[src/rtl/epbuf_pkg.sv]
package epbuf_pkg;
  localparam logic [7:0] CODE_VALIDATE = 8'h0E;
  localparam logic [7:0] CODE_CLEAR    = 8'h0F;
  localparam logic [7:0] CODE_RESTART  = 8'h10;

  typedef enum logic [1:0] {
    OP_NONE     = 2'd0,
    OP_VALIDATE = 2'd1,
    OP_CLEAR    = 2'd2,
    OP_RESTART  = 2'd3
  } ebc_op_e;
endpackage

[src/rtl/ebc_rst_sync.sv]
module ebc_rst_sync (
  input  logic clk,
  input  logic rst_n,
  output logic rst_sync_n
);
  logic [1:0] sync_q;

  always_ff @(posedge clk or negedge rst_n) begin
    if (!rst_n) sync_q <= 2'b00;
    else        sync_q <= {sync_q[0], 1'b1};
  end

  assign rst_sync_n = sync_q[1];
endmodule

[src/rtl/ebc_cmd_decode.sv]
module ebc_cmd_decode
  import epbuf_pkg::*;
(
  input  logic       cmd_valid,
  input  logic [7:0] cmd_code,
  output ebc_op_e    op
);
  always_comb begin
    op = OP_NONE;
    if (cmd_valid) begin
      unique case (cmd_code)
        CODE_VALIDATE: op = OP_VALIDATE;
        CODE_CLEAR:    op = OP_CLEAR;
        CODE_RESTART:  op = OP_RESTART;
        default:       op = OP_NONE;
      endcase
    end
  end
endmodule

[src/rtl/ebc_tx_ring.sv]
module ebc_tx_ring
  import epbuf_pkg::*;
(
  input  logic       clk,
  input  logic       rst_n,
  input  ebc_op_e    op,
  input  logic       pkt_sent,
  output logic [1:0] valid,
  output logic       fill_sel,
  output logic       send_sel,
  output logic       validate_ok,
  output logic       release_any
);
  logic [1:0] valid_q, valid_d;
  logic       fill_q, fill_d;
  logic       send_q, send_d;
  logic [1:0] rel_req, nvalid, n_rel;
  logic       state_en;

  always_comb begin
    rel_req = 2'(op == OP_CLEAR) + 2'(pkt_sent);
    case (valid_q)
      2'b00:   nvalid = 2'd0;
      2'b11:   nvalid = 2'd2;
      default: nvalid = 2'd1;
    endcase
    n_rel   = (rel_req < nvalid) ? rel_req : nvalid;
    valid_d = valid_q;
    fill_d  = fill_q;
    send_d  = send_q;
    // release oldest first; two releases free both and leave the order unchanged
    if (n_rel == 2'd2) begin
      valid_d = 2'b00;
    end else if (n_rel == 2'd1) begin
      valid_d[send_q] = 1'b0;
      send_d          = ~send_q;
    end
    validate_ok = (op == OP_VALIDATE) && !valid_q[fill_q];
    if (validate_ok) begin
      valid_d[fill_q] = 1'b1;
      fill_d          = ~fill_q;
    end
    release_any = (n_rel != 2'd0);
    state_en    = release_any | validate_ok;
  end

  always_ff @(posedge clk or negedge rst_n) begin
    if (!rst_n) begin
      valid_q <= 2'b00;
      fill_q  <= 1'b0;
      send_q  <= 1'b0;
    end else if (state_en) begin
      valid_q <= valid_d;
      fill_q  <= fill_d;
      send_q  <= send_d;
    end
  end

  assign valid    = valid_q;
  assign fill_sel = fill_q;
  assign send_sel = send_q;
endmodule

[src/rtl/ebc_ptr.sv]
module ebc_ptr #(
  parameter int PTR_W = 6
) (
  input  logic             clk,
  input  logic             rst_n,
  input  logic             inc,
  input  logic             rewind,
  output logic [PTR_W-1:0] ptr
);
  logic [PTR_W-1:0] ptr_q, ptr_d;
  logic             ptr_en;

  always_comb begin
    ptr_en = inc | rewind;
    ptr_d  = rewind ? '0 : ptr_q + PTR_W'(1);
  end

  always_ff @(posedge clk or negedge rst_n) begin
    if (!rst_n)      ptr_q <= '0;
    else if (ptr_en) ptr_q <= ptr_d;
  end

  assign ptr = ptr_q;
endmodule

[src/rtl/epbuf_ctrl.sv]
module epbuf_ctrl
  import epbuf_pkg::*;
#(
  parameter int PTR_W = 6
) (
  input  logic             clk,
  input  logic             rst_n,
  input  logic             cmd_valid,
  input  logic [7:0]       cmd_code,
  input  logic             tx_wr_inc,
  input  logic             tx_rd_inc,
  input  logic             rx_wr_inc,
  input  logic             rx_rd_inc,
  input  logic             pkt_sent,
  output logic             tx_full,
  output logic [1:0]       tx_valid,
  output logic             tx_fill_sel,
  output logic             tx_send_sel,
  output logic [PTR_W-1:0] tx_wr_ptr,
  output logic [PTR_W-1:0] tx_rd_ptr,
  output logic [PTR_W-1:0] rx_wr_ptr,
  output logic [PTR_W-1:0] rx_rd_ptr
);
  localparam int N_PTR = 4;
  localparam int P_TXW = 0;
  localparam int P_TXR = 1;
  localparam int P_RXW = 2;
  localparam int P_RXR = 3;

  logic             rst_core_n;
  ebc_op_e          op;
  logic             validate_ok, release_any, restart;
  logic [N_PTR-1:0] p_inc, p_rew;
  logic [PTR_W-1:0] p_val [N_PTR];

  ebc_rst_sync u_rst (
    .clk        (clk),
    .rst_n      (rst_n),
    .rst_sync_n (rst_core_n)
  );

  ebc_cmd_decode u_dec (
    .cmd_valid (cmd_valid),
    .cmd_code  (cmd_code),
    .op        (op)
  );

  ebc_tx_ring u_ring (
    .clk         (clk),
    .rst_n       (rst_core_n),
    .op          (op),
    .pkt_sent    (pkt_sent),
    .valid       (tx_valid),
    .fill_sel    (tx_fill_sel),
    .send_sel    (tx_send_sel),
    .validate_ok (validate_ok),
    .release_any (release_any)
  );

  always_comb begin
    restart      = (op == OP_RESTART);
    p_inc[P_TXW] = tx_wr_inc & ~tx_valid[tx_fill_sel];
    p_inc[P_TXR] = tx_rd_inc &  tx_valid[tx_send_sel];
    p_inc[P_RXW] = rx_wr_inc;
    p_inc[P_RXR] = rx_rd_inc;
    p_rew[P_TXW] = restart | validate_ok;
    p_rew[P_TXR] = restart | release_any;
    p_rew[P_RXW] = restart;
    p_rew[P_RXR] = restart;
  end

  for (genvar g = 0; g < N_PTR; g++) begin : g_ptr
    ebc_ptr #(.PTR_W(PTR_W)) u_ptr (
      .clk    (clk),
      .rst_n  (rst_core_n),
      .inc    (p_inc[g]),
      .rewind (p_rew[g]),
      .ptr    (p_val[g])
    );
  end

  assign tx_full   = &tx_valid;
  assign tx_wr_ptr = p_val[P_TXW];
  assign tx_rd_ptr = p_val[P_TXR];
  assign rx_wr_ptr = p_val[P_RXW];
  assign rx_rd_ptr = p_val[P_RXR];
endmodule

[config.mk]
export PLATFORM = sky130hd
export DESIGN_NAME = epbuf_ctrl
export DESIGN_NICKNAME = d
export VERILOG_FILES = /design/src/rtl/epbuf_pkg.sv /design/src/rtl/ebc_rst_sync.sv /design/src/rtl/ebc_cmd_decode.sv /design/src/rtl/ebc_tx_ring.sv /design/src/rtl/ebc_ptr.sv /design/src/rtl/epbuf_ctrl.sv
export SDC_FILE = /design/constraint.sdc
export NUM_CORES = 1
export LEC_CHECK = 0
export BUFFER_PORTS_ARGS = -buffer_cell sky130_fd_sc_hd__clkbuf_2
export CORE_UTILIZATION = 55
export DETAILED_ROUTE_END_ITERATION = 6
export GPL_TIMING_DRIVEN = 1
export PLACE_DENSITY = 0.85
export SLEW_MARGIN = 20
export SYNTH_ARGS = -nofsm -noshare
export SYNTH_HDL_FRONTEND = slang
export SYNTH_SLANG_ARGS = --single-unit
[constraint.sdc]
create_clock -name clk -period 2 [get_ports clk]
set_input_delay 0.4 -clock clk [delete_from_list [all_inputs] [get_ports clk]]
set_output_delay 0.4 -clock clk [all_outputs]
set_load 0.05 [all_outputs]
Word level (Yosys, flattened, before mapping)
Index checks and enable logic that the tools add are counted.
- input bits: 16
- register bits: 30
- output and inout bits: 29
- word-level logic and storage cells: 71
- bitwise logic cells: 16
- add/subtract/negate cells: 5
- reductions and logical operators: 9
- $lt $le $gt $ge: 5
- muxes and demuxes: 19
- equality and inequality tests: 9
- operators by type and width (operator ; number):
    6-bit by 1-bit adder with 6-bit output (second input constant) ; 4
    6-bit 2-to-1 mux ; 4
    8-bit by 4-bit equality test with 1-bit output (second input constant) ; 2
    2-bit 2-to-1 mux ; 5
    2-bit equality test (second input constant) ; 4
    8-bit by 5-bit equality test with 1-bit output (second input constant) ; 1
    1-bit OR ; 7
    1-bit 2-to-1 mux ; 6
    2-bit one-hot mux with 3 select lines ; 1
    2-bit by 1-bit equality test with 1-bit output (second input constant) ; 2
    1-bit by 2-bit less-than comparator with 1-bit output (second input constant) ; 2
    1-bit inverter ; 4
    2-bit one-hot mux with 2 select lines ; 1
    2-bit AND reduction ; 2
    1-bit logical AND ; 3
    3-bit AND reduction ; 1
    1-bit by 1-bit adder with 2-bit output ; 1
    1-bit AND ; 2
    2-bit AND ; 1
    1-bit demux with 1-bit select ; 2
    1-bit >= comparator (second input constant) ; 2
    2-bit zero test ; 1
    2-bit less-than comparator ; 1
    2-bit inverter ; 1
    other kinds (3) ; 3

Longest topological paths before layout
- depth in word-level cells: 12
- depth in mapped cells: 9
- depth with buffers taken out: 8

Hierarchy
From an unflattened synthesis, not the netlist that was laid out.
- cell total of the unflattened synthesis: 137
- area, all modules: 1515.2 um2
- by module, submodules not included (module ; seq. area each (um2) ; area an instance (um2) ; times used ; cells an instance):
    ebc_ptr ; 150.1 ; 269.0 ; 4 ; 24
    ebc_tx_ring ; 100.1 ; 271.5 ; 1 ; 24
    epbuf_ctrl ; 0.0 ; 60.1 ; 1 ; 8
    ebc_cmd_decode ; 0.0 ; 53.8 ; 1 ; 6
    ebc_rst_sync ; 50.0 ; 53.8 ; 1 ; 3

Worst setup path before layout
Ideal clock, no wire load.
- path kind: reg2reg
- from: reg u_ring.valid_q[1] (netlist: u_ring.valid[1])
- to: reg u_ring.valid_q[0] (netlist: u_ring.valid[0])
- setup slack: -691 ps
- stages on the path, launching flop included: 8
- setup time: 148 ps
- data required time: 1852 ps
- data arrival time: 2543 ps
- clock period less this slack: 2691 ps
- path buffers: 0
- cells stage by stage: dfrtp_1 -> ha_1 -> inv_1 -> ha_1 -> o21ba_2 -> or4_1 -> nand3_1 -> o31ai_1
- word-level cells in the longest chain between the ends: 9
- elaborated cells on any way between the ends: 17
- classes of those cells: 1 x order compare; 3 x eq/ne; 7 x mux; 2 x bitwise; 4 x reduce/logical
- ends and longest elaborated chain (element ; line ; text):
    start, declared ; ebc_tx_ring.sv:14 ; logic [1:0] valid_q, valid_d;
    start signal, assigned ; ebc_tx_ring.sv:53 ; valid_q <= valid_d;
    2-bit equality test or 2-bit zero test (tied branches) ; ebc_tx_ring.sv:22 ; case (valid_q)
    2-bit one-hot mux with 2 select lines ; ebc_tx_ring.sv:22 ;
    2-bit less-than comparator ; ebc_tx_ring.sv:27 ; n_rel = (rel_req < nvalid) ? rel_req : nvalid;
    2-bit 2-to-1 mux ; ebc_tx_ring.sv:27 ;
    2-bit by 1-bit equality test with 1-bit output ; ebc_tx_ring.sv:34 ; end else if (n_rel == 2'd1) begin
    2-bit 2-to-1 mux ; ebc_tx_ring.sv:34 ;
    2-bit 2-to-1 mux ; ebc_tx_ring.sv:32 ; if (n_rel == 2'd2) begin
    2-bit OR (no source line) ; n/a ;
    2-bit 2-to-1 mux ; ebc_tx_ring.sv:39 ; if (validate_ok) begin
Parallel ways exist; a longest one is shown, timed or not. The select of a mux whose other input is x is not followed.
A chain may end at the register's enable or synchronous reset.

Worst setup path in the final report
- from: in cmd_code[5]
- to: reg u_ring.valid_q[0] (netlist: u_ring.valid[0])
- word-level cells in the longest chain between the ends: 12
- elaborated cells on any way between the ends: 19
- classes of those cells: 1 x add/sub; 1 x order compare; 7 x eq/ne; 6 x mux; 2 x bitwise; 2 x reduce/logical
- ends and longest elaborated chain (element ; line ; text):
    start, declared ; epbuf_ctrl.sv:9 ; input logic [7:0] cmd_code,
    8-bit by 5-bit equality test with 1-bit output or 8-bit by 4-bit equality test with 1-bit output (tied branches) ; ebc_cmd_decode.sv:11 ; unique case (cmd_code)
    2-bit one-hot mux with 3 select lines * ; ebc_cmd_decode.sv:11 ;
    2-bit 2-to-1 mux * ; ebc_cmd_decode.sv:10 ; if (cmd_valid) begin
    2-bit equality test ; ebc_tx_ring.sv:21 ; rel_req = 2'(op == OP_CLEAR) + 2'(pkt_sent);
    1-bit by 1-bit adder with 2-bit output ; ebc_tx_ring.sv:21 ;
    2-bit less-than comparator ; ebc_tx_ring.sv:27 ;
    2-bit 2-to-1 mux ; ebc_tx_ring.sv:27 ;
    2-bit by 1-bit equality test with 1-bit output ; ebc_tx_ring.sv:34 ;
    2-bit 2-to-1 mux ; ebc_tx_ring.sv:34 ;
    2-bit 2-to-1 mux ; ebc_tx_ring.sv:32 ;
    2-bit OR (no source line) ; n/a ;
    2-bit 2-to-1 mux ; ebc_tx_ring.sv:39 ;
Every way passes the cells marked *; elsewhere a longest branch is shown, timed or not.

==> results.cfg <==
[setup_path]
crit_required_ns = 2.21
end_kind = register
critPathMaxFanout = 2
cp.arrival_ns = 2.20
ff2ff_path_depth = 7
crit_type = in2reg
cp-start-kind = input port

[sta]
min_period_ns = 1.993
whs_ns = 0.1168
hold_violations = 0
finalClockSkew_ns = 0.01089
rsz0062_at_grt = true
fin_setup_tns_ns = 0
finalSetupViolations = 0
timing.final.crit_share_pct = 99.65
timing.final.ws_setup_ns = 0.006934
slew_viol_final = 0
timing.fmax_mhz = 501.7

[pwr]
leakage_nw = 0.9845
power_density_mw_per_mm2 = 1404
clockPowerShare_pct = 11.9
sw_frac_of_total_pct = 52.84
switchingPower_mw = 1.491
p_int_mw = 1.331
power_frac_seq_pct = 37.3
combinationalPowerShare_pct = 50.8
irDropWorstVdd_v = 0.001527

[die]
core-area_sq_mm = 0.002567
die_w_um = 55.05
initial_core_util_pct = 60.28
row_count = 18
chipHeight_um = 55.05
fp.dieArea_sq_mm = 0.003030
ioPinCount = 45

[clocking]
clockBufferDepth = 2
ctsRootBufferMaster = clkbuf_4
cts_setup_buffers = 0
clkTransAtPathRegs_ns = 0.09
cts_sinks = 30
cts-htree-levels = 2
cts_made_buffers = 5
clk_latency_ns = 0.33
cts_tree = done

[yosys]
ys_warn_count = 0
synth_xor_xnor_area_share_pct = 10.19
synthAdderAreaFrac_pct = 6.467
synthFlopType = dfrtp_1
yosys.cell_types.count = 33
synth_top_family_by_area = simple AND/OR/NAND/NOR gates
synth.area.mux_share_pct = 3.395
syn-cell-area_sq_mm = 0.001548
synth_top_area_share_pct = 48.50
synth_largest_area_cell = dfrtp_1
synth-simple-area-share_pct = 23.69
syn-num-nets = 169
synthCells = 145
async_reset_ff_share_pct = 100.0
synth.area.top_cells = dfrtp_1, xor2_1, ha_1
synth_edf_count = 0
synth-compound-area-share_pct = 6.225
avgSynthCellArea_sq_um = 10.67
ys_seq_elements = 30
ys_seq_area_share_pct = 48.50

[finish]
diodes = 0
drive_above_1_share_pct = 41.55
nFillCells = 175
final_util_pct = 78.27
area_growth_pct = 29.83
nNetsFinal = 230

[grt]
first_global_vias = 1216
grt_usage_pct = 24.78
grt_first_pass_wirelength_um = 4974
grt_overflow = 0
antenna_found_initial = 0
grt_max_degree = 23

[detailed_routing]
routedWlPerCell_um = 13.51
initialDrtViolationCount = 11
drt_first_pass_iters = 4
drt-vias-per-instance = 5.460
drc = 0
wirelength_um = 3203
antenna_left = 0
vias = 1294

[min_path]
hp-class = reg2async

[place]
io_buffer_count = 44
place_congestion = 0.8414
place.detailed.hpwl_um = 2565
pre_cts_slack_ns = -0.4152

[outcome]
status = complete, no violations

[run]
max-cap-violations = 0
-- worst paths after layout --
| check | start | endpoint | slack, ns |
|---|---|---|---|
| min | u_rst.sync_q[1] | g_ptr[0].u_ptr.ptr[3] | 0.12 |
| min reg2reg | u_rst.sync_q[1] | g_ptr[0].u_ptr.ptr[3] | 0.12 |
| min in group clk | u_rst.sync_q[0] | u_rst.sync_q[1] | 0.36 |
| max in group asynchronous | u_rst.sync_q[1] | u_ring.valid[0] | 1.29 |
| max reg2reg | u_ring.valid[1] | u_ring.valid[0] | 0.14 |
| max | cmd_code[5] | u_ring.valid[0] | 0.007 |
-- critical path, stage by stage --
cell and delay, ns:
buf_6 0.09, nor4b_4 0.28, and3_4 0.24, ha_4 0.15, ha_4 0.19, o21ba_4 0.21
or4_4 0.48, nand3_2 0.08, o31ai_2 0.06
-- logic make-up (layout without fill, tap and decap cells) --
kind of cell | Yosys count | in the layout
and+or+nand+nor | 66 | 66
DFF | 30 | 30
xor gates and xnor gates | 18 | 18
AOI/OAI and AO/OA | 14 | 14
adders and majority gates | 8 | 8
muxes | 5 | 5
buffers and inverters | 3 | 65
other | 1 | 1
-- stage by stage --
stage / instances / instance area [sq um] / power, mW
after floorplan: 145 / 1588 / 2.121
after global placement: 228 / 1912 / 2.433
after detailed placement: 228 / 1912 / 2.497
after CTS: 237 / 1998 / 2.837
after global routing: 237 / 2009 / 3.004
final: 237 / 2009 / 2.822
-- state kept, by name (all words and copies together) (netlist names) --
name / count
g_ptr.u_ptr.ptr: 24
u_ring.send_sel: 1
u_ring.fill_sel: 1
u_ring.valid: 2
u_rst.sync_q: 2
-- power by group through the flow --
stage               Sequential, mW  Clock (mW)  Combinational [mW]
CTS                           1.05       0.342                1.44
floorplan                     1.75           0               0.375
detailed placement            1.06           0                1.44
global route                  1.09       0.377                1.54
finish                        1.05       0.336                1.43
global placement              1.04           0                1.39
-- cell usage in the layout (no fill, tap or decap), types with 2 or more instances in the layout --
cell,synthesis,routed
a21oi_1,3,3
o31ai_1,3,2
mux2i_1,3,3
clkbuf_4,0,5
dfrtp_1,30,28
dfrtp_2,0,2
buf_4,0,11
nand3b_1,3,3
nand3_1,8,7
nand2_1,11,11
and3_1,4,3
or3_1,3,2
nand4_1,6,6
and3_4,1,2
clkbuf_2,0,43
nor2_1,18,18
mux2_2,2,2
ha_1,8,5
nor2_2,5,5
clkinv_2,0,2
xnor2_1,4,4
xor2_1,14,14
o21ai_0,4,4
ha_4,0,3
-- Yosys cell counts (all sizes together), types with 2 or more instances --
cell type,instances
nand3,8
ha,8
nand2,11
buf,2
dfrtp,30
xnor2,4
mux2,2
or3,3
mux2i,3
and3,5
nor2,23
a21oi,4
nand3b,3
nand4,6
o21ai,4
o31ai,3
xor2,14
-- metal layers --
layer | part of all wire [%] | routed length [um] | track usage, % | vias to the layer above
met1 | 36 | 1164 | 21.74 | 632
met4 | 2.2 | 70 | 14.17 | 0
li1 | - | - | - | 625
met2 | 58 | 1868 | 49.20 | 29
met3 | 3.1 | 100 | 6.557 | 8
met5 | 0 | 0 | 0 | -
-- what timing repair did --
action,CTS,global route
hold buffers,1,0
endpoints found under the hold margin,2,0
pin swaps,2,4
gates resized for setup,4,2
setup endpoints to repair,7,1
-- final cells by class --
class / instances / area [sq um] / area share, %
Clock buffer: 6 / 41.29 / 2.055
Clock inverter: 2 / 10.01 / 0.4981
Inverter: 1 / 3.754 / 0.1868
Multi-Input combinational cell: 112 / 844.6 / 42.03
Sequential cell: 30 / 753.2 / 37.48
Tap cell: 30 / 37.54 / 1.868
Timing Repair Buffer: 56 / 319.1 / 15.88
Power figures use the tool's default switching activity.
